<file path="src/rtl/burst_col_pkg.sv">
package burst_col_pkg;

    typedef enum logic [1:0] {
        ST_IDLE  = 2'd0,
        ST_BURST = 2'd1,
        ST_PAGE  = 2'd2
    } bst_e;

    localparam int          BLEN_W         = 3;
    localparam logic [2:0]  BL_LAST_FINITE = 3'd3;
    localparam logic [2:0]  BL_PAGE        = 3'd7;
    localparam int          ITL_SUB_LOG2   = 3;

endpackage

</file>
<file path="src/rtl/burst_cfg_dec.sv">
module burst_cfg_dec
    import burst_col_pkg::*;
#(
    parameter int COL_W = 9
) (
    input  logic [BLEN_W-1:0] blen,
    input  logic              btype,
    output logic [COL_W-1:0]  mask,
    output logic              page,
    output logic              err
);

    localparam logic [COL_W-1:0] ONES = {COL_W{1'b1}};

    always_comb begin
        mask = '0;
        page = 1'b0;
        err  = 1'b0;
        if (blen <= BL_LAST_FINITE) begin
            mask = ~(ONES << blen);
        end else if (blen == BL_PAGE) begin
            if (btype) begin
                // interleaved full page is not allowed: substitute 8 beats
                mask = ~(ONES << ITL_SUB_LOG2);
                err  = 1'b1;
            end else begin
                mask = ONES;
                page = 1'b1;
            end
        end else begin
            // reserved length code: single beat
            err = 1'b1;
        end
    end

endmodule

</file>
<file path="src/rtl/burst_col_map.sv">
module burst_col_map #(
    parameter int COL_W = 9
) (
    input  logic [COL_W-1:0] base,
    input  logic [COL_W-1:0] cnt,
    input  logic [COL_W-1:0] mask,
    input  logic             itl,
    output logic [COL_W-1:0] col
);

    logic [COL_W-1:0] sum;

    assign sum = base + cnt;

    for (genvar g = 0; g < COL_W; g++) begin : g_bit
        always_comb begin
            if (!mask[g])
                col[g] = base[g];
            else if (itl)
                col[g] = base[g] ^ cnt[g];
            else
                col[g] = sum[g];
        end
    end

endmodule

</file>
<file path="src/rtl/burst_col_gen.sv">
module burst_col_gen
    import burst_col_pkg::*;
#(
    parameter int COL_W = 9
) (
    input  logic              clk,
    input  logic              rst_n,
    input  logic              start,
    input  logic [COL_W-1:0]  start_col,
    input  logic [BLEN_W-1:0] blen,
    input  logic              btype,
    input  logic              term,
    output logic [COL_W-1:0]  col,
    output logic              valid,
    output logic              mode_err
);

    bst_e             state_q, state_d;
    logic [COL_W-1:0] base_q, cnt_q, mask_q;
    logic             itl_q, err_q;
    logic [COL_W-1:0] dec_mask, map_col;
    logic             dec_page, dec_err;
    logic             last_beat, page_run;
    bst_e             launch_st;

    burst_cfg_dec #(.COL_W(COL_W)) u_dec (
        .blen (blen),
        .btype(btype),
        .mask (dec_mask),
        .page (dec_page),
        .err  (dec_err)
    );

    burst_col_map #(.COL_W(COL_W)) u_map (
        .base(base_q),
        .cnt (cnt_q),
        .mask(mask_q),
        .itl (itl_q),
        .col (map_col)
    );

    assign last_beat = (cnt_q == mask_q);
    assign launch_st = dec_page ? ST_PAGE : ST_BURST;

    // next-state logic
    always_comb begin
        state_d = state_q;
        unique case (state_q)
            ST_IDLE: begin
                if (start) state_d = launch_st;
            end
            ST_BURST: begin
                if (start)                  state_d = launch_st;
                else if (term || last_beat) state_d = ST_IDLE;
            end
            ST_PAGE: begin
                if (start)     state_d = launch_st;
                else if (term) state_d = ST_IDLE;
            end
            default: state_d = ST_IDLE;
        endcase
    end

    // state register
    always_ff @(posedge clk or negedge rst_n) begin
        if (!rst_n) state_q <= ST_IDLE;
        else        state_q <= state_d;
    end

    // captured configuration and beat counter
    always_ff @(posedge clk or negedge rst_n) begin
        if (!rst_n) begin
            base_q <= '0;
            cnt_q  <= '0;
            mask_q <= '0;
            itl_q  <= 1'b0;
            err_q  <= 1'b0;
        end else if (start) begin
            base_q <= start_col;
            cnt_q  <= '0;
            mask_q <= dec_mask;
            itl_q  <= btype;
            err_q  <= dec_err;
        end else if (state_q != ST_IDLE) begin
            cnt_q  <= cnt_q + 1'b1;
        end
    end

    // outputs
    always_comb begin
        valid    = (state_q != ST_IDLE);
        page_run = (state_q == ST_PAGE);
        col      = valid ? map_col : '0;
        mode_err = err_q;
    end

endmodule

</file>
<file path="config.mk">
export PLATFORM = sky130hd
export DESIGN_NAME = burst_col_gen
export DESIGN_NICKNAME = d
export VERILOG_FILES = /design/src/rtl/burst_col_pkg.sv /design/src/rtl/burst_cfg_dec.sv /design/src/rtl/burst_col_map.sv /design/src/rtl/burst_col_gen.sv
export SDC_FILE = /design/constraint.sdc
export NUM_CORES = 1
export LEC_CHECK = 0
export ABC_AREA = 1
export CORE_UTILIZATION = 35
export DETAILED_ROUTE_END_ITERATION = 8
export DONT_BUFFER_PORTS = 1
export MAX_ROUTING_LAYER = met4
export PLACE_DENSITY = 0.61
export SLEW_MARGIN = 10
export SYNTH_ARGS = -nofsm -noshare
export SYNTH_HDL_FRONTEND = slang
export SYNTH_HIERARCHICAL = 1
export SYNTH_SLANG_ARGS = --single-unit
</file>
<file path="constraint.sdc">
create_clock -name clk -period 1.8 [get_ports clk]
set_input_delay 0.36 -clock clk [delete_from_list [all_inputs] [get_ports clk]]
set_output_delay 0.36 -clock clk [all_outputs]
set_load 0.05 [all_outputs]
</file>
Word level (Yosys, flattened, before mapping). Cells that the tools add are included.

Output and inout bits: 11. Register bits after elaboration: 31. Logic and storage cells: 69. Input port bits: 17.

Order comparisons: 1. $add $sub $neg: 2. Mux-type cells: 37. Equality and inequality tests: 7. Reductions and logical operators: 5. Bitwise operators: 10. Shifts and indexed selects: 1.

Operators with widths (count): $mux W9 (6); $mux W1 (24); $mux W2 (6); $add A9 B1 Y9 const B (1); $add A9 B9 Y9 (1); $eq A9 B9 Y1 (1); $not A9 Y9 (1); $shl A9 B3 Y9 const A (1); $xor A1 B1 Y1 (9); $ne A3 B3 Y1 const B (2); $pmux W2 S3 (1); $reduce_bool A2 Y1 (2); $eq A3 B3 Y1 const B (1); $le A3 B2 Y1 const B (1); $reduce_and A3 Y1 (1); $eq A2 B1 Y1 const B (1); $eq A2 B2 Y1 const B (1); $logic_not A2 Y1 (1); $ne A2 B2 Y1 const B (1); $logic_or A1 B1 Y1 (1).

Depth between registers and ports, before layout. Gate-level depths: netlist of the first run.

Depth in word-level cells: 6. Depth in mapped cells: 13. Mapped depth without buffers: 13.

Cells and area by module. The synthesis of the first run kept the hierarchy.

Modules (own cells, without submodules): burst_col_gen (cells each 205, instances 1, seq. area each 775.7 µm², area each 1591.5 µm²); burst_col_map (cells each 94, instances 1, seq. area each 0.0 µm², area each 510.5 µm²); burst_cfg_dec (cells each 15, instances 1, seq. area each 0.0 µm², area each 75.1 µm²).

Least setup slack after synthesis of the first run. Ideal clock, no wire load.

Path kind: reg2out. From: register cnt_q[0]. To: output col[8]. Stages on the path, launching flop included: 12. Data required time: 1.440 ns. Path slack: -0.740 ns. Arrival time: 2.180 ns. Buffers on the path: 0. Cell sequence: dfrtp_1 > ha_1 > fa_1 > nand3_1 > nand3_2 > nand3_1 > nand3_1 > nand3_1 > nand2_1 > nand2_1 > inv_1 > nor2_1.

Word-level cells in the longest chain between the ends: 4.

Ends and longest elaborated chain: from (decl) (line burst_col_gen.sv:19) `logic [COL_W-1:0] base_q, cnt_q, mask_q;`; from (signal assigned) (line burst_col_gen.sv:85) `cnt_q <= cnt_q + 1'b1;`; $add A9 B9 Y9 (line burst_col_map.sv:13) `assign sum = base + cnt;`; $mux W1 (line burst_col_map.sv:19) `else if (itl)`; $mux W1 (line burst_col_map.sv:17) `if (!mask[g])`; named net map_col[8] (line burst_col_gen.sv:21) `logic [COL_W-1:0] dec_mask, map_col;`; $mux W9 (line burst_col_gen.sv:93) `col = valid ? map_col : '0;`; to (decl) (line burst_col_gen.sv:13) `output logic [COL_W-1:0] col,`.

The timed path passes the listed nets, and every way through them passes these cells.

Final worst setup path of the first run.
From: register cnt_q[0]. To: output col[6].

The elaborated chain is that of the path after synthesis.

==> results_dict.tcl, run 1 <==
set metrics [dict create \
    status "finished with violations" \
    violations "setup timing" \
    syn_nets 345 \
    cts.sinks 31 \
    final_cell_area_um2 2980 \
    arrival_ns 2.11 \
    yosysUniqueCellTypes 29 \
    via_count 2051 \
    seq_area_frac_synth_pct 35.6 \
    grt_max_degree 32 \
    synth_seq_cells 31 \
    cpPeakStageDelay_ns 0.43 \
    fmax_mhz 405 \
    setup_tns_ns -4.43 \
    skew_ns 0.0126 \
    start_util_pct 36.6 \
    required_ns 1.44 \
    rsz0062_at_grt "yes" \
    hold_depth 1 \
    clock_path_buffers 2 \
    via_per_inst 4.74 \
    crit_type "reg2out" \
    setup_slack_ns -0.670 \
    final_nets 388 \
    ys_warn_count 6 \
    power.total_mw 2.90 \
    tightest_slew_ns 0.475 \
    path_max_fanout 3 \
    dieArea_um2 6540 \
    p_int_mw 1.70 \
    finish.utilization_pct 50.0 \
    worstSetupStartpointType "flip-flop" \
    clkTransAtPathRegs_ns 0.08 \
    combPwrFrac_pct 50.8 \
    drtPass1Iterations 4 \
    grt_pass1_wl_um 9080 \
    overflow 0 \
    relSlewSlack_pct 68.3 \
    die_w_um 80.9 \
    drcViolationCount 0 \
    hold_viol 0 \
    power.clock.fraction_pct 19.9 \
    setup_violations 9 \
    rows 28 \
    hold_class "in2reg" \
    netlist_instances 314 \
    path_cells "ha_4 -> fa_2 -> nand3_2 -> nand3_4 -> nand2_1 -> nand2_1 -> nand3_1 -> nand3_1 -> o21ai_1 -> inv_1 -> nor2_4 -> buf_12" \
    synth_edf_count 0 \
    seqPwrFrac_pct 29.2 \
    peakVddDrop_v 0.000512 \
    fillers 579 \
    fin_crit_sh_pct 137 \
    yosys_most_used_dff "dfrtp_1" \
    pin_count 28 \
    syn-cell-area_um2 2180 \
    ant_nets 0 \
    cp-end-kind "primary output" \
    post_dp_cell_area_um2 2680 \
    die_y_um 80.9 \
    antenna_found_initial 0 \
    place_congestion 0.846 \
    worst_path_max_delay_cell "dfrtp_1" \
    min_period_ns 2.47 \
    grt_pass1_vias 1975 \
    hpwl_um 3860 \
    sw_frac_of_total_pct 41.6 \
    wl_per_cell_um 12.5 \
    pwr_density_cell_nw_per_um2 974 \
    leakagePower_nw 1.50 \
    grt_usage_pct 19.3 \
    wl_um 5420 \
    port_buffers 0 \
    postSynth.asyncResetShare_pct 100 \
    drt-initial-drc-count 97 \
    clkLatencyLatePin_ns 0.30 \
    slew_viol_final 0 \
    r2r_cells 10 \
    power.switching_mw 1.21 \
    drive_above_1_share_pct 28.2 \
    cts_buffers 5 \
    cts_tree "yes" \
    coreArea_um2 5960 \
    htreeDepth 2 \
    avgSynthCellArea_um2 6.93 \
    max_cap_viol_count 0 \
    cts_root_buf "clkbuf_8" \
    diodes 0 \
    area_growth_pct 36.9 \
]
-- state kept, by name (all words and copies together), names as in the netlist --
name	count
cnt_q	9
itl_q	1
base_q	9
mask_q	9
state_q	2
mode_err	1
-- placed cells by master, fill, tap and decap left out, types with 2 or more instances in the layout --
cell type and n:
clkbuf_8 5, nor3_1 2, clkinvlp_4 2, dfrtp_1 30, o21ai_1 3, nor2_2 3, nand3_2 4, nand2_1 113
buf_12 11, xnor2_1 3, inv_2 8, ha_2 2, nor2_1 19, inv_1 35, a21oi_1 14, ha_1 4
buf_4 32, ha_4 7, nor3_2 4, nand2_2 8, nand4_1 2, o21ai_0 8, nor2_4 7, nand3_1 13
xor2_1 5
-- path summary, 6_finish.rpt --
check	start	to	slack (ns)
max in group asynchronous	rst_n	base_q[6]$_DFFE_PN0P_	1.12
worst max-delay path	cnt_q[0]$_DFFE_PN0P_	col[6]	-0.67
worst min-delay path	start	cnt_q[2]$_DFFE_PN0P_	0.12
worst max register to register	cnt_q[0]$_DFFE_PN0P_	cnt_q[8]$_DFFE_PN0P_	0.13
worst min register to register	itl_q$_DFFE_PN0P_	itl_q$_DFFE_PN0P_	0.52
min in group asynchronous	rst_n	state_q[0]$_DFFE_PN0P_	0.49
-- synthesized netlist by cell type (all sizes together), types with 2 or more instances --
library cell	count	area, um^2
a21oi	15	75.1
buf	5	30.0
clkbuf	4	15.0
dfrtp	31	776
ha	13	163
inv	43	161
nand2	121	469
nand3	18	100
nand4	2	12.5
nor2	29	116
nor3	6	50.1
o21ai	11	55.1
xnor2	3	26.3
xor2	5	43.8
-- layout make-up --
type | instances | area [um^2] | area share, %
clock inverter | 3 | 20.0 | 0.672
timing repair buffer | 45 | 482 | 16.2
tap | 75 | 93.8 | 3.15
sequential | 31 | 777 | 26.1
multi-input combinational | 230 | 1370 | 46.1
inverter | 44 | 165 | 5.54
clock buffer | 5 | 68.8 | 2.31
-- power groups by stage --
stage	clock [mW]	combinational, mW	sequential [mW]
global placement	0	1.29	0.846
floorplan	0	0.792	0.846
detailed placement	0	1.32	0.851
global route	0.625	1.61	0.858
finish	0.579	1.48	0.849
CTS	0.585	1.44	0.838
-- per-stage QoR --
stage,setup WS (ns),cells,hold slack [ns]
CTS,-0.658,430,0.122
global placement,-0.293,415,0.0655
detailed placement,-0.342,415,0.0658
global route,-0.793,433,0.105
finish,-0.670,433,0.124
floorplan,-0.302,314,0.0644
-- layer usage --
layer	global-route usage [%]	wire, um	vias up
met5	-	0	-
met4	8.57	112	0
met3	4.38	206	11
met2	31.2	2630	39
met1	22.9	2470	946
li1	-	-	1055
-- logic make-up after synthesis --
kind of cell	count (synthesis)	synth area share, %
compound gates	28	6.61
fa+ha+maj	14	8.39
flops	31	35.6
simple gates	179	36.0
xor+xnor	8	3.22
buf+inv	53	9.65
mux	1	0.517
-- critical path, delay by kind of cell, from the launching register on --
| kind | cells | cell delay [ns] |
|---|---|---|
| flip-flops | 1 | 0.43 |
| AND/OR/NAND/NOR | 7 | 0.55 |
| AO/OA/AOI/OAI | 1 | 0.09 |
| adder cells (fa/ha/maj) | 2 | 0.52 |
| buffers and inverters | 2 | 0.22 |
-- what timing repair did --
action	4_1_cts	5_1_grt
endpoints found under the setup margin	9	11
hold endpoints to repair	31	0
gates resized for setup	14	7
cloned	0	0
pin swaps	6	10
hold buffers	2	0
buffers inserted	5	3
No activity file was read; power rests on OpenSTA's default activity.
==> run 2, diff against run 1 <==
- SKIP_CTS_REPAIR_TIMING: default -> 1
==> results_dict.tcl, run 2 (synthesis results as in run 1) <==
set metrics [dict create \
    status "finished with violations" \
    violations "setup timing" \
    required_ns 1.44 \
    finish.utilization_pct 49.4 \
    cp-end-kind "primary output" \
    final_cell_area_um2 2940 \
    skew_ns 0.00888 \
    leakagePower_nw 1.49 \
    clkTransAtPathRegs_ns 0.08 \
    cts_tree "yes" \
    start_util_pct 36.6 \
    final_cell_mix "nand2_1, inv_1, dfrtp_1, buf_4, nor2_1" \
    drtPass1Iterations 4 \
    ant_nets 0 \
    grt_pass1_wl_um 8740 \
    final_nets 385 \
    slew_viol_final 0 \
    peakVddDrop_v 0.000523 \
    max_cap_viol_count 0 \
    min_period_ns 2.45 \
    crit_family "simple AND/OR/NAND/NOR gates" \
    crit_type "reg2out" \
    path_max_fanout 3 \
    hold_depth 1 \
    grt_pass1_vias 1956 \
    arrival_ns 2.09 \
    via_count 2014 \
    post_dp_cell_area_um2 2680 \
    cpPeakStageDelay_ns 0.42 \
    tightest_slew_ns 0.474 \
    area_growth_pct 35.1 \
    setup_violations 9 \
    cts_buffers 5 \
    hold_end "cnt_q[2]$_DFFE_PN0P_" \
    via_per_inst 4.68 \
    grt_usage_pct 18.6 \
    layout_commonest_cell "nand2_1" \
    hold_ws_ns 0.127 \
    r2r_cells 9 \
    die_w_um 80.9 \
    setup_tns_ns -4.20 \
    relSlewSlack_pct 68.4 \
    top_regs "base_q: 9 flops, cnt_q: 9 flops, mask_q: 9 flops" \
    fillers 587 \
    coreArea_um2 5960 \
    pre_cts_ws_ns -0.342 \
    power.total_mw 2.84 \
    timing.rr.start "state_q[0]$_DFFE_PN0P_" \
    rsz0062_at_grt "yes" \
    hold_start "start" \
    diodes 0 \
    pwr_density_cell_nw_per_um2 966 \
    hold_class "in2reg" \
    place_congestion 0.846 \
    dieArea_um2 6540 \
    hold_viol 0 \
    worst-path-buf-inv 2 \
    drcViolationCount 0 \
    worstSetupStartpointType "flip-flop" \
    overflow 0 \
    drt-initial-drc-count 94 \
    clock_path_buffers 2 \
    clkLatencyLatePin_ns 0.30 \
    dp_cells 415 \
    grt_max_degree 32 \
    setup_slack_ns -0.653 \
    wl_per_cell_um 12.3 \
    htreeDepth 2 \
    die_y_um 80.9 \
    drive_above_1_share_pct 26.8 \
    hpwl_um 3860 \
    antenna_found_initial 0 \
    path_cells "ha_4 -> fa_2 -> nand3_2 -> nand3_4 -> nand2_1 -> nand2_1 -> nand3_1 -> nand3_1 -> o21ai_1 -> inv_1 -> nor2_4 -> buf_12" \
    reg2reg_slack_ns 0.18 \
    cts.sinks 31 \
    wl_um 5310 \
    worst_path_max_delay_cell "dfrtp_1" \
    rows 28 \
    final_cell_count_no_fill 430 \
    timing.rr.end "state_q[1]$_DFFE_PN0P_" \
    port_buffers 0 \
    pin_count 28 \
    cts_root_buf "clkbuf_8" \
    fmax_mhz 408 \
    fin_crit_sh_pct 136 \
]
[run 2: power by group]
part | switching [mW] | total [mW] | leakage (nW) | internal [mW]
sequential | 0.0819 | 0.846 | 0.403 | 0.764
combinational | 0.796 | 1.42 | 1.05 | 0.626
clock | 0.304 | 0.573 | 0.0402 | 0.269
total | 1.18 | 2.84 | 1.49 | 1.66
[run 2: worst max-delay path by stage]
stage | startpoint | cells past startpoint | end | slack (ns)
after floorplan | cnt_q[0]$_DFFE_PN0P_ | 11 | col[8] | -0.30
after global placement | cnt_q[0]$_DFFE_PN0P_ | 12 | col[8] | -0.29
after detailed placement | cnt_q[0]$_DFFE_PN0P_ | 12 | col[6] | -0.34
after CTS | cnt_q[0]$_DFFE_PN0P_ | 12 | col[6] | -0.68
after global routing | cnt_q[0]$_DFFE_PN0P_ | 12 | col[6] | -0.76
final | base_q[0]$_DFFE_PN0P_ | 12 | col[6] | -0.65
[run 2: per-layer routing]
layer  vias to the layer above  global-route usage (%)  part of all wire (%)
met5                         -                       -                     0
met4                         0                    9.82                   2.1
met2                        33                    29.8                    47
met3                        12                    4.83                   4.2
li1                       1051                       -                     -
met1                       918                    21.3                    47
[run 2: layout make-up]
cell class / count / area, um^2 / area share [%]
clock inverters: 3 / 20.0 / 0.681
well taps: 75 / 93.8 / 3.19
inverters: 44 / 165 / 5.61
repair buffers: 42 / 455 / 15.5
multi-input cells: 230 / 1360 / 46.3
flip-flops and latches: 31 / 777 / 26.4
clock buffers: 5 / 68.8 / 2.34
==> run 3, diff against run 2 <==
==> constraint.sdc (replaced) <==
create_clock -name clk -period 1.8 [get_ports clk]
set_input_delay 0 -clock clk [delete_from_list [all_inputs] [get_ports clk]]
set_output_delay 0 -clock clk [all_outputs]
set_load 0.05 [all_outputs]
==> results_dict.tcl, run 3 (synthesis results as in run 1) <==
set metrics [dict create \
    status "finished with violations" \
    violations "hold timing, setup timing" \
    ant_nets 0 \
    drcViolationCount 0 \
    diodes 0 \
    dieArea_um2 6540 \
    fin_crit_sh_pct 117 \
    regArea_um2 777 \
    hold_end "mask_q[1]$_DFFE_PN0P_" \
    top_regs "base_q: 9 flops, cnt_q: 9 flops, mask_q: 9 flops" \
    power.clock.fraction_pct 22.5 \
    skew_ns 0.0104 \
    start_util_pct 36.6 \
    slew_viol_final 0 \
    drive_above_1_share_pct 22.8 \
    fmax_mhz 475 \
    port_buffers 0 \
    die_w_um 80.9 \
    wl_per_cell_um 12.2 \
    dp_cells 401 \
    pwr_density_cell_nw_per_um2 922 \
    coreArea_um2 5960 \
    path_cells "ha_2 -> fa_2 -> nand3_2 -> nand3_4 -> nand3_2 -> nand2_1 -> nand2_2 -> nand4_1 -> nand2_1 -> inv_1 -> nor2_2 -> buf_12" \
    grt_max_degree 32 \
    htreeDepth 2 \
    timing.rr.start "cnt_q[1]$_DFFE_PN0P_" \
    crit_type "reg2out" \
    grt_pass1_wl_um 8520 \
    r2r_cells 9 \
    clock_path_buffers 2 \
    grt_usage_pct 17.8 \
    finish.utilization_pct 50.2 \
    required_ns 1.80 \
    hold_viol 1 \
    multi_input_area_um2 1370 \
    hold_depth 4 \
    sw_frac_of_total_pct 40.3 \
    rows 28 \
    worst_path_max_delay_cell "dfrtp_1" \
    power.switching_mw 1.11 \
    pin_count 28 \
    final_nets 385 \
    pre_cts_ws_ns -0.0703 \
    min_period_ns 2.11 \
    drtPass1Iterations 4 \
    p_int_mw 1.64 \
    cp-startpoint "cnt_q[0]$_DFFE_PN0P_" \
    via_count 1997 \
    cts_buffers 5 \
    reg2reg_slack_ns 0.21 \
    seqPwrFrac_pct 30.8 \
    place_congestion 0.852 \
    setup_violations 8 \
    via_per_inst 4.64 \
    clkTransAtPathRegs_ns 0.07 \
    cts_root_buf "clkbuf_8" \
    combPwrFrac_pct 46.8 \
    wl_um 5240 \
    die_y_um 80.9 \
    grt_pass1_vias 1905 \
    timing.rr.end "cnt_q[8]$_DFFE_PN0P_" \
    hold_ws_ns -0.0282 \
    drt-initial-drc-count 72 \
    hold_start "blen[1]" \
    peakVddDrop_v 0.000593 \
    hpwl_um 3710 \
    clkLatencyLatePin_ns 0.29 \
    final_cell_count_no_fill 430 \
    tightest_slew_ns 0.462 \
    cts.sinks 31 \
    max_cap_viol_count 0 \
    area_growth_pct 37.2 \
    hold_class "in2reg" \
    overflow 0 \
    arrival_ns 2.11 \
    relSlewSlack_pct 69.2 \
    fillers 571 \
    path_max_fanout 3 \
    worstSetupStartpointType "flip-flop" \
    rsz0062_at_grt "yes" \
    leakagePower_nw 1.48 \
    setup_slack_ns -0.306 \
    final_cell_mix "nand2_1, inv_1, dfrtp_1, nor2_1, dlygate4sd3_1" \
    cp-end-kind "primary output" \
    cpPeakStageDelay_ns 0.39 \
    cts_tree "yes" \
    layout_commonest_cell "nand2_1" \
    antenna_found_initial 0 \
]
[run 3: final cells by class]
| cell class | count | area share, % |
|---|---|---|
| clock buffer | 8 | 3.35 |
| inverter | 44 | 5.53 |
| sequential | 31 | 26.0 |
| multi-input combinational | 230 | 45.7 |
| tap | 75 | 3.14 |
| timing repair buffer | 42 | 16.3 |
[run 3: power by group through the flow]
| stage | clock network (mW) | registers [mW] | logic, mW |
|---|---|---|---|
| after CTS | 0.623 | 0.836 | 1.19 |
| after floorplan | 0 | 0.845 | 0.751 |
| after global routing | 0.667 | 0.862 | 1.42 |
| after detailed placement | 0 | 0.850 | 1.19 |
| final | 0.618 | 0.847 | 1.29 |
| after global placement | 0 | 0.845 | 1.18 |
[run 3: critical path, delay by kind of cell (launching register included)]
family                     cells  cell delay [ns]
adders and majority gates      2             0.55
buffers and inverters          2             0.19
and+or+nand+nor                8             0.69
DFF                            1             0.39
[run 3: how the worst max path moves through the flow]
stage	end	slack [ns]	depth (start not counted)
floorplan	col[8]	-0.13	11
global placement	col[8]	-0.04	12
detailed placement	col[6]	-0.07	12
CTS	col[6]	-0.38	12
global route	col[8]	-0.41	14
finish	col[8]	-0.31	12
[run 3: metrics by stage]
| stage | cell area [um^2] | setup TNS, ns | total power [mW] |
|---|---|---|---|
| finish | 2990 | -1.38 | 2.75 |
| global route | 2990 | -2.38 | 2.95 |
| CTS | 2620 | -1.83 | 2.65 |
| detailed placement | 2520 | -0.138 | 2.04 |
| global placement | 2520 | -0.0542 | 2.03 |
| floorplan | 2210 | -0.136 | 1.60 |
[run 3: per-layer routing]
metal	GRT usage [%]	wire [um]
met1	21.6	2620
met5	-	0
met2	29.5	2410
met3	4.38	166
met4	4.82	34
